File: src/rtl/opstage_pkg.sv
package opstage_pkg;

  typedef enum logic [3:0] {
    FN_ADD     = 4'd0,
    FN_ADD1    = 4'd1,
    FN_SUB     = 4'd2,
    FN_SUBDEC  = 4'd3,
    FN_NEGA    = 4'd4,
    FN_NEGB    = 4'd5,
    FN_AND     = 4'd6,
    FN_OR      = 4'd7,
    FN_NOTA    = 4'd8,
    FN_NOTB    = 4'd9,
    FN_NA_AND  = 4'd10,
    FN_AND_NB  = 4'd11,
    FN_XOR     = 4'd12,
    FN_XNOR    = 4'd13,
    FN_PASSA   = 4'd14,
    FN_PASSB   = 4'd15
  } alu_fn_e;

  localparam int unsigned FN_W = 4;

  function automatic logic fn_is_arith(input logic [FN_W-1:0] code);
    return code <= FN_NEGB;
  endfunction

endpackage

File: src/rtl/opstage_yreg.sv
module opstage_yreg #(
  parameter int unsigned W = 16
) (
  input  logic         clk,
  input  logic         rst,
  input  logic         load,
  input  logic [W-1:0] d,
  output logic [W-1:0] q
);

  always_ff @(posedge clk) begin
    if (rst)       q <= '0;
    else if (load) q <= d;
  end

endmodule

File: src/rtl/opstage_amux.sv
module opstage_amux #(
  parameter int unsigned W = 16
) (
  input  logic         sel_four,
  input  logic [W-1:0] y_val,
  output logic [W-1:0] a_val
);

  localparam logic [W-1:0] FOUR = W'(4);

  // The selector must be able to hold the constant without truncation.
  if (W < 3) begin : g_bad_width
    initial $display("opstage_amux: width %0d cannot hold the constant 4", W);
  end

  assign a_val = sel_four ? FOUR : y_val;

endmodule

File: src/rtl/opstage_alu.sv
module opstage_alu
  import opstage_pkg::*;
#(
  parameter int unsigned W = 16
) (
  input  logic [W-1:0]    a,
  input  logic [W-1:0]    b,
  input  logic [FN_W-1:0] fn,
  input  logic            cin,
  output logic [W-1:0]    res,
  output logic            cout,
  output logic            ovf
);

  localparam int unsigned MSB = W - 1;

  logic [W-1:0] add_x, add_y;
  logic         add_k;
  logic [W:0]   add_sum;
  logic [W-1:0] logic_res;
  logic         arith;

  assign arith = fn_is_arith(fn);

  // Operand conditioning: every arithmetic code maps onto one adder.
  always_comb begin
    add_x = a;
    add_y = b;
    add_k = 1'b0;
    unique case (fn)
      FN_ADD:    begin add_x = a;  add_y = b;   add_k = cin;  end
      FN_ADD1:   begin add_x = a;  add_y = b;   add_k = 1'b1; end
      FN_SUB:    begin add_x = a;  add_y = ~b;  add_k = 1'b1; end
      FN_SUBDEC: begin add_x = a;  add_y = ~b;  add_k = 1'b0; end
      FN_NEGA:   begin add_x = ~a; add_y = '0;  add_k = 1'b1; end
      FN_NEGB:   begin add_x = ~b; add_y = '0;  add_k = 1'b1; end
      default:   begin add_x = a;  add_y = b;   add_k = 1'b0; end
    endcase
  end

  assign add_sum = {1'b0, add_x} + {1'b0, add_y} + {{W{1'b0}}, add_k};

  // Bitwise unit, one slice per bit.
  for (genvar i = 0; i < W; i++) begin : g_logic_bit
    always_comb begin
      unique case (fn)
        FN_AND:    logic_res[i] = a[i] & b[i];
        FN_OR:     logic_res[i] = a[i] | b[i];
        FN_NOTA:   logic_res[i] = ~a[i];
        FN_NOTB:   logic_res[i] = ~b[i];
        FN_NA_AND: logic_res[i] = ~a[i] & b[i];
        FN_AND_NB: logic_res[i] = a[i] & ~b[i];
        FN_XOR:    logic_res[i] = a[i] ^ b[i];
        FN_XNOR:   logic_res[i] = ~(a[i] ^ b[i]);
        FN_PASSA:  logic_res[i] = a[i];
        FN_PASSB:  logic_res[i] = b[i];
        default:   logic_res[i] = 1'b0;
      endcase
    end
  end

  assign res  = arith ? add_sum[W-1:0] : logic_res;
  assign cout = arith & add_sum[W];
  assign ovf  = arith & (add_x[MSB] == add_y[MSB]) & (add_sum[MSB] != add_x[MSB]);

endmodule

File: src/rtl/opstage_zreg.sv
module opstage_zreg #(
  parameter int unsigned W = 16
) (
  input  logic         clk,
  input  logic         rst,
  input  logic         load,
  input  logic [W-1:0] res,
  input  logic         cout,
  input  logic         ovf,
  output logic [W-1:0] z_q,
  output logic         c_q,
  output logic         v_q,
  output logic         zf_q,
  output logic         nf_q
);

  always_ff @(posedge clk) begin
    if (rst) begin
      z_q  <= '0;
      c_q  <= 1'b0;
      v_q  <= 1'b0;
      zf_q <= 1'b0;
      nf_q <= 1'b0;
    end else if (load) begin
      z_q  <= res;
      c_q  <= cout;
      v_q  <= ovf;
      zf_q <= (res == '0);
      nf_q <= res[W-1];
    end
  end

endmodule

File: src/rtl/opstage_datapath.sv
module opstage_datapath
  import opstage_pkg::*;
#(
  parameter int unsigned W = 16
) (
  input  logic            clk,
  input  logic            rst,
  input  logic [W-1:0]    bus_in,
  input  logic            y_load,
  input  logic            sel_four,
  input  logic [FN_W-1:0] func,
  input  logic            carry_in,
  input  logic            z_load,
  input  logic            z_drive,
  output logic [W-1:0]    bus_out,
  output logic            bus_oe,
  output logic            flag_c,
  output logic            flag_v,
  output logic            flag_z,
  output logic            flag_n
);

  logic [W-1:0] y_q;
  logic [W-1:0] alu_a;
  logic [W-1:0] alu_res;
  logic         alu_c, alu_v;
  logic [W-1:0] z_q;

  opstage_yreg #(.W(W)) u_yreg (
    .clk (clk),
    .rst (rst),
    .load(y_load),
    .d   (bus_in),
    .q   (y_q)
  );

  opstage_amux #(.W(W)) u_amux (
    .sel_four(sel_four),
    .y_val   (y_q),
    .a_val   (alu_a)
  );

  opstage_alu #(.W(W)) u_alu (
    .a   (alu_a),
    .b   (bus_in),
    .fn  (func),
    .cin (carry_in),
    .res (alu_res),
    .cout(alu_c),
    .ovf (alu_v)
  );

  opstage_zreg #(.W(W)) u_zreg (
    .clk (clk),
    .rst (rst),
    .load(z_load),
    .res (alu_res),
    .cout(alu_c),
    .ovf (alu_v),
    .z_q (z_q),
    .c_q (flag_c),
    .v_q (flag_v),
    .zf_q(flag_z),
    .nf_q(flag_n)
  );

  assign bus_oe  = z_drive;
  assign bus_out = z_drive ? z_q : '0;

endmodule

File: config.mk
export PLATFORM = sky130hd
export DESIGN_NAME = opstage_datapath
export DESIGN_NICKNAME = d
export VERILOG_FILES = /design/src/rtl/opstage_pkg.sv /design/src/rtl/opstage_yreg.sv /design/src/rtl/opstage_amux.sv /design/src/rtl/opstage_alu.sv /design/src/rtl/opstage_zreg.sv /design/src/rtl/opstage_datapath.sv
export SDC_FILE = /design/constraint.sdc
export NUM_CORES = 1
export LEC_CHECK = 0
export ABC_AREA = 1
export BUFFER_PORTS_ARGS = -buffer_cell sky130_fd_sc_hd__buf_2
export CAP_MARGIN = 20
export CORE_MARGIN = 8
export CORE_UTILIZATION = 30
export DETAILED_ROUTE_END_ITERATION = 8
export RECOVER_POWER = 100
export REMOVE_ABC_BUFFERS = 1
export SLEW_MARGIN = 25
export SYNTH_ARGS = -nofsm -noshare
export SYNTH_HDL_FRONTEND = slang
export SYNTH_SLANG_ARGS = --single-unit
File: constraint.sdc
create_clock -name clk -period 4.5 [get_ports clk]
set_clock_uncertainty 0.1 [all_clocks]
set_input_delay 1.35 -clock clk [delete_from_list [all_inputs] [get_ports clk]]
set_output_delay 1.35 -clock clk [all_outputs]
set_load 0.02 [all_outputs]
== After elaboration in Yosys (flattened, before gate mapping) ==
Index checks and enable logic that the tools add are counted.

* Bitwise gates (word level): 133
* Shift-type cells: 0
* Multiply operators: 0
* Eq/ne operators: 17
* Div/mod/pow operators: 0
* Reduce and logical (&&, ||, !) cells: 5
* Order comparisons: 1
* Add/subtract/negate cells: 2
* Mux-type cells: 22

{| class="wikitable"
|+ Operators with widths
! cell !! number
|-
| case mux 1 bit (10 select lines) || 16
|-
| case mux 16 bit (2 select lines) || 2
|-
| bitwise AND 1 bit || 51
|-
| 2-to-1 mux 16 bit || 3
|-
| NOT 1 bit || 48
|-
| equality test 4 bit, second input constant || 8
|-
| NOT 16 bit || 2
|-
| adder 16 x 16 -> 17 bit || 1
|-
| adder 17 x 1 -> 17 bit || 1
|-
| equality test 4 x 3 -> 1 bit, second input constant || 4
|-
| logical NOT 16 bit || 1
|-
| bitwise OR 1 bit || 16
|-
| XOR 1 bit || 16
|-
| equality test 4 x 2 -> 1 bit, second input constant || 2
|-
| equality test 4 x 1 -> 1 bit, second input constant || 1
|-
| less-or-equal comparator 4 x 3 -> 1 bit, second input constant || 1
|-
| logical NOT 4 bit || 1
|-
| OR reduction 2 bit || 2
|-
| OR reduction 4 bit || 1
|-
| case mux 1 bit (2 select lines) || 1
|-
| equality test 1 bit || 1
|-
| != test 1 bit || 1
|}

* Bits in latches: 0
* Word-level logic and storage cells: 186
* Bits of input ports: 27
* Memories kept: 0
* Memory bits (read-only): 0
* Bits in writable memories: 0
* Register bits after elaboration: 36
* Output and inout bits: 21

== Logic depth before layout (Yosys ltp) ==
* Depth after elaboration: 7
* Mapped depth: 24
* Depth with buffers taken out: 24

== Hierarchy ==
A second synthesis with hierarchy kept.

* Cells, all modules: 938
* Area, all modules: 5326.4 um^2

{| class="wikitable"
|+ Modules (own cells, without submodules)
! module !! area each (um^2) !! instances !! cells each !! sequential area each (um^2)
|-
| opstage_alu || 3505.9 || 1 || 670 || 0.0
|-
| opstage_zreg || 820.8 || 1 || 97 || 380.4
|-
| opstage_yreg || 670.6 || 1 || 101 || 320.3
|-
| opstage_datapath || 171.4 || 1 || 35 || 0.0
|-
| opstage_amux || 157.7 || 1 || 35 || 0.0
|}

== Least setup slack after synthesis ==
OpenSTA, ideal clock, no wires.

* Path kind: in2reg
* Start: input port func[3]
* End: register u_zreg.zf_q
* Path buffers: 1
* Cell stages on the path: 21
* Arrival: 3.956 ns
* Setup time: 0.070 ns
* Data required time: 4.330 ns
* Path slack: 0.374 ns
* Path through: inv_1 nand2_1 nor2_1 inv_1 clkbuf_1 o221ai_1 fa_1 fa_1 inv_1 nand3_1 nand2_1 nand2_1 nand2_1 nand2_1 nand3_1 nand3_1 nand2_1 nand2_1 nor2_1 nand3_1 a21oi_1

* Longest elaborated chain between the ends: 7
* Elaborated cells between the ends (all ways): 43
* Those cells by class: add/sub (2); order compare (1); eq/ne (15); mux (20); reduce/logical (5)

{| class="wikitable"
|+ RTL lines
! what !! line !! text
|-
| start, declared || opstage_datapath.sv:11 || <nowiki>input logic [FN_W-1:0] func,</nowiki>
|-
| equality test 4 x 3 -> 1 bit / equality test 4 x 2 -> 1 bit (equally long branches) || opstage_alu.sv:30 || <nowiki>unique case (fn)</nowiki>
|-
| OR reduction 2 bit (no source line) || n/a ||
|-
| case mux 16 bit (2 select lines) || opstage_alu.sv:30 ||
|-
| adder 16 x 16 -> 17 bit || opstage_alu.sv:41 || <nowiki>assign add_sum = {1'b0, add_x} + {1'b0, add_y} + {{W{1'b0}}, add_k};</nowiki>
|-
| adder 17 x 1 -> 17 bit || opstage_alu.sv:41 ||
|-
| 2-to-1 mux 16 bit (*) || opstage_alu.sv:62 || <nowiki>assign res = arith ? add_sum[W-1:0] : logic_res;</nowiki>
|-
| logical NOT 16 bit (*) || opstage_zreg.sv:28 || <nowiki>zf_q <= (res == '0);</nowiki>
|-
| end signal, assigned || opstage_zreg.sv:28 ||
|-
| end, declared || opstage_zreg.sv:13 || <nowiki>output logic zf_q,</nowiki>
|}

Every way passes the cells marked *; elsewhere a longest branch is shown, timed or not.
A chain may end at the register's enable or synchronous reset.

== Final worst setup path ==
Ends and elaborated chain as after synthesis.

==> flow_summary_export.csv <==
group,metric,value,unit
sta,slew-limit-headroom,37.0,%
setup_path,cp_data_arrival_time,4.28,ns
sta,final_max_slew_viol_count,0,
global_route,antenna_found_initial,0,
sta,timing.final.crit_share,92.3,%
synth,synth_top_area_cell,"sky130_fd_sc_hd__nand2_1",
drt,wl_per_cell,15.2,um
global_route,largest_net_degree_at_the_start_of_global_routing,33,
pwr,switching_share,41.8,%
placed_design,gpl.final_weighted_congestion,0.958,
synth,ys.flop_type,"sky130_fd_sc_hd__dfxtp_1",
placed_design,place.port_buffers,47,
synth,synth_cells,864,
drt,detailed_route_via_count,5601,
layout,share_of_final_layout_standard_cells_stronger_than_drive_strength_1,5.91,%
drt,remaining_drc_errors,0,
cts,cts.path.max_buffers,2,
layout,num-nets-final,989,
drt,route.antenna.remaining_nets,0,
sta,final_period_minus_worst_setup_slack,4.15,ns
pwr,clock_power_share,30.3,%
synth,asyncSetResetFlopFracSynth,0,%
sta,number_of_hold_slack_violations_in_the_final_timing_report,0,
pwr,netSwitchingPower,0.000497,W
synth,syn_avg_cell_area,5.42,um^2
setup_path,worst_setup_path_end_kind,"flip-flop",
drt,detail_route.vias_per_cell,4.98,
die,die_area,19900,um^2
sta,maxClockFrequency,241,MHz
global_route,grt_usage,17.3,%
global_route,grt_first_pass_wirelength,27300,um
drt,routed_wl,17100,um
cts,cts-root-buf,"sky130_fd_sc_hd__clkbuf_16",
global_route,globalRoute.totalOverflow,0,
synth,syn_area,4690,um^2
synth,proportion_of_synthesized_chip_area_in_sequential_cells,14.9,%
placed_design,detailed_place.area,5220,um^2
setup_path,worstPathMaxFanout,6,
synth,post_synth_num_cell_types,31,
cts,holdBufCountCts,0,
cts,cts_made_buffers,5,
job,maxCapViolCount,0,
cts,postCtsResizedCells,0,
die,design.core.area,15300,um^2
synth,synth.yosys.warnings,0,
setup_path,required,4.63,ns
pwr,design_internal_power,0.000692,W
synth,ys_ff_latch,35,
synth,synth_enable_flop_cells,0,
sta,setup_viol_count_final,0,
pwr,p_seq_share,29.0,%
worst_hold_path,min-delay-path-class,"reg2reg",
synth,yosys-top-cells-area,"sky130_fd_sc_hd__nand2_1 (23%), sky130_fd_sc_hd__dfxtp_1 (15%), sky130_fd_sc_hd__ha_1 (13%)",
pwr,leakage,2.88,nW
synth,synth.top_cells.by_count,"sky130_fd_sc_hd__nand2_1 (282), sky130_fd_sc_hd__inv_1 (141), sky130_fd_sc_hd__o21ai_0 (83), sky130_fd_sc_hd__nor2_1 (78), sky130_fd_sc_hd__nand3_1 (59)",
setup_path,timing.setup.critical_path_class,"in2reg",
sta,fin_tns_setup,0,ns
pwr,comb_power_share,40.8,%
drt,drt_first_pass_iters,5,
die,die_width,141,um
cts,clkSlewWorstSetupHoldPaths,0.06,ns
layout,area_delta_synth_final,13.7,%
cts,cts_htree_levels,2,
cts,cts_setup_buffers,0,
cts,cts.sink_count,35,
placed_design,dp_hpwl,13000,um
layout,final_core_util,34.9,%
synth,yosysTopAreaCellShare,22.6,%
pwr,maximum_vdd_drop,0.000116,V
die,floorplan.initialDensity,30.7,%
synth,most_frequently_used_cell_type_in_the_post_synthesis_netlist,"sky130_fd_sc_hd__nand2_1",
die,floorplan.die.height,141,um
cts,tritoncts,"built",
drt,drt_iter0_markers,460,
pwr,p_per_area,223,nW/um^2
layout,finished_layout_cell_area,5330,um^2
layout,num_antenna_cells,0,
die,placement_rows,45,
die,ioPinCount,48,
sta,grt_setup_unrepaired,"false",
status,outcome,"complete, no violations",
global_route,grt_pass1_vias,5240,
cts,worstSkewPairLatency,0.30,ns
sta,timing_worst_slew_pin_value,0.939,ns
setup_path,worst_setup_path_start_kind,"input pin",
## path summary, 6_finish.rpt
path,from,to,slack (ns),cells after the start
hold / removal,u_zreg.v_q$_SDFFE_PP0P_,u_zreg.v_q$_SDFFE_PP0P_,0.37,2
hold reg to reg,u_zreg.v_q$_SDFFE_PP0P_,u_zreg.v_q$_SDFFE_PP0P_,0.37,2
setup / recovery,func[3],u_zreg.zf_q$_SDFFE_PP0P_,0.35,23
setup reg to reg,u_yreg.q[0]$_SDFFE_PP0P_,u_zreg.zf_q$_SDFFE_PP0P_,1.48,19
## layout make-up
class / instances / area (um^2)
fillers: 1756 / 9930
multi-input cells: 663 / 3350
flip-flops and latches: 35 / 701
inverters: 142 / 533
repair buffers: 66 / 347
well taps: 211 / 264
clock buffers: 6 / 129
clock inverters: 2 / 12.5
## critical path, stage by stage
cell	delay, ns
sky130_fd_sc_hd__buf_2	0.13
sky130_fd_sc_hd__inv_1	0.08
sky130_fd_sc_hd__nand2_1	0.14
sky130_fd_sc_hd__nor2_1	0.09
sky130_fd_sc_hd__inv_1	0.11
sky130_fd_sc_hd__nand2_1	0.11
sky130_fd_sc_hd__nand2_1	0.07
sky130_fd_sc_hd__o21ai_0	0.12
sky130_fd_sc_hd__fa_1	0.50
sky130_fd_sc_hd__fa_1	0.42
sky130_fd_sc_hd__inv_1	0.09
sky130_fd_sc_hd__nand3_1	0.06
sky130_fd_sc_hd__nand2_1	0.15
sky130_fd_sc_hd__nand2_1	0.07
sky130_fd_sc_hd__nand2_1	0.10
sky130_fd_sc_hd__nand2_1	0.08
sky130_fd_sc_hd__nand3_1	0.09
sky130_fd_sc_hd__nand3_1	0.07
sky130_fd_sc_hd__nand2_1	0.09
sky130_fd_sc_hd__nand2_1	0.06
sky130_fd_sc_hd__nor2_1	0.10
sky130_fd_sc_hd__nand3_1	0.08
sky130_fd_sc_hd__a21oi_1	0.12
## state kept, by name, summed over array words and instances (netlist names)
| signal | count |
|---|---|
| u_yreg.q | 16 |
| u_zreg.z_q | 15 |
| u_zreg.c_q | 1 |
| u_zreg.nf_q | 1 |
| u_zreg.v_q | 1 |
| u_zreg.zf_q | 1 |
## power groups by stage
stage | Sequential, W | Clock (W) | Combinational, W
after global routing | 0.000348 | 0.000385 | 0.000546
after floorplan | 0.000350 | 0 | 0.000315
after detailed placement | 0.000351 | 0 | 0.000481
final | 0.000345 | 0.000360 | 0.000485
after CTS | 0.000345 | 0.000373 | 0.000483
after global placement | 0.000351 | 0 | 0.000479
## kinds of logic after synthesis
family / share of synthesized area, %
AND/OR/NAND/NOR: 38.0
AO/OA/AOI/OAI: 19.6
buffers and inverters: 13.7
adder cells (fa/ha/maj): 13.4
flip-flops: 14.9
XOR/XNOR: 0.374
## layer usage
layer | share of wire [%] | vias to the layer above | wire length, um | GRT usage [%]
li1 | - | 2860 | - | -
met1 | 42 | 2489 | 7120 | 20.3
met2 | 47 | 208 | 8110 | 30.0
met3 | 7.0 | 44 | 1190 | 3.07
met4 | 4.0 | 0 | 681 | 7.98
met5 | 0 | - | 0 | 0
## cell usage in the layout, fill, tap and decap left out, types with 2 or more instances in the layout
cell / count
sky130_fd_sc_hd__nor2_2: 2
sky130_fd_sc_hd__inv_1: 141
sky130_fd_sc_hd__nor2_1: 78
sky130_fd_sc_hd__clkbuf_16: 5
sky130_fd_sc_hd__ha_1: 47
sky130_fd_sc_hd__nand2_1: 282
sky130_fd_sc_hd__fa_1: 2
sky130_fd_sc_hd__o211ai_1: 11
sky130_fd_sc_hd__nand4_1: 10
sky130_fd_sc_hd__buf_2: 25
sky130_fd_sc_hd__nand3_1: 59
sky130_fd_sc_hd__or2_2: 2
sky130_fd_sc_hd__nor3_1: 5
sky130_fd_sc_hd__buf_4: 18
sky130_fd_sc_hd__o21ai_0: 83
sky130_fd_sc_hd__a21oi_1: 54
sky130_fd_sc_hd__and2_1: 2
sky130_fd_sc_hd__clkbuf_1: 24
sky130_fd_sc_hd__dfxtp_1: 35
sky130_fd_sc_hd__o22ai_1: 17
## per-stage QoR
stage	cells	hold slack, ns	total power (W)	setup WS (ns)
detailed placement	1117	0.356	0.000832	0.0700
floorplan	840	0.349	0.000665	0.173
CTS	1125	0.366	0.00120	0.364
finish	1125	0.366	0.00119	0.349
global route	1125	0.400	0.00128	0.0136
global placement	1117	0.355	0.000830	0.164
(Power assumes the default switching activity.)
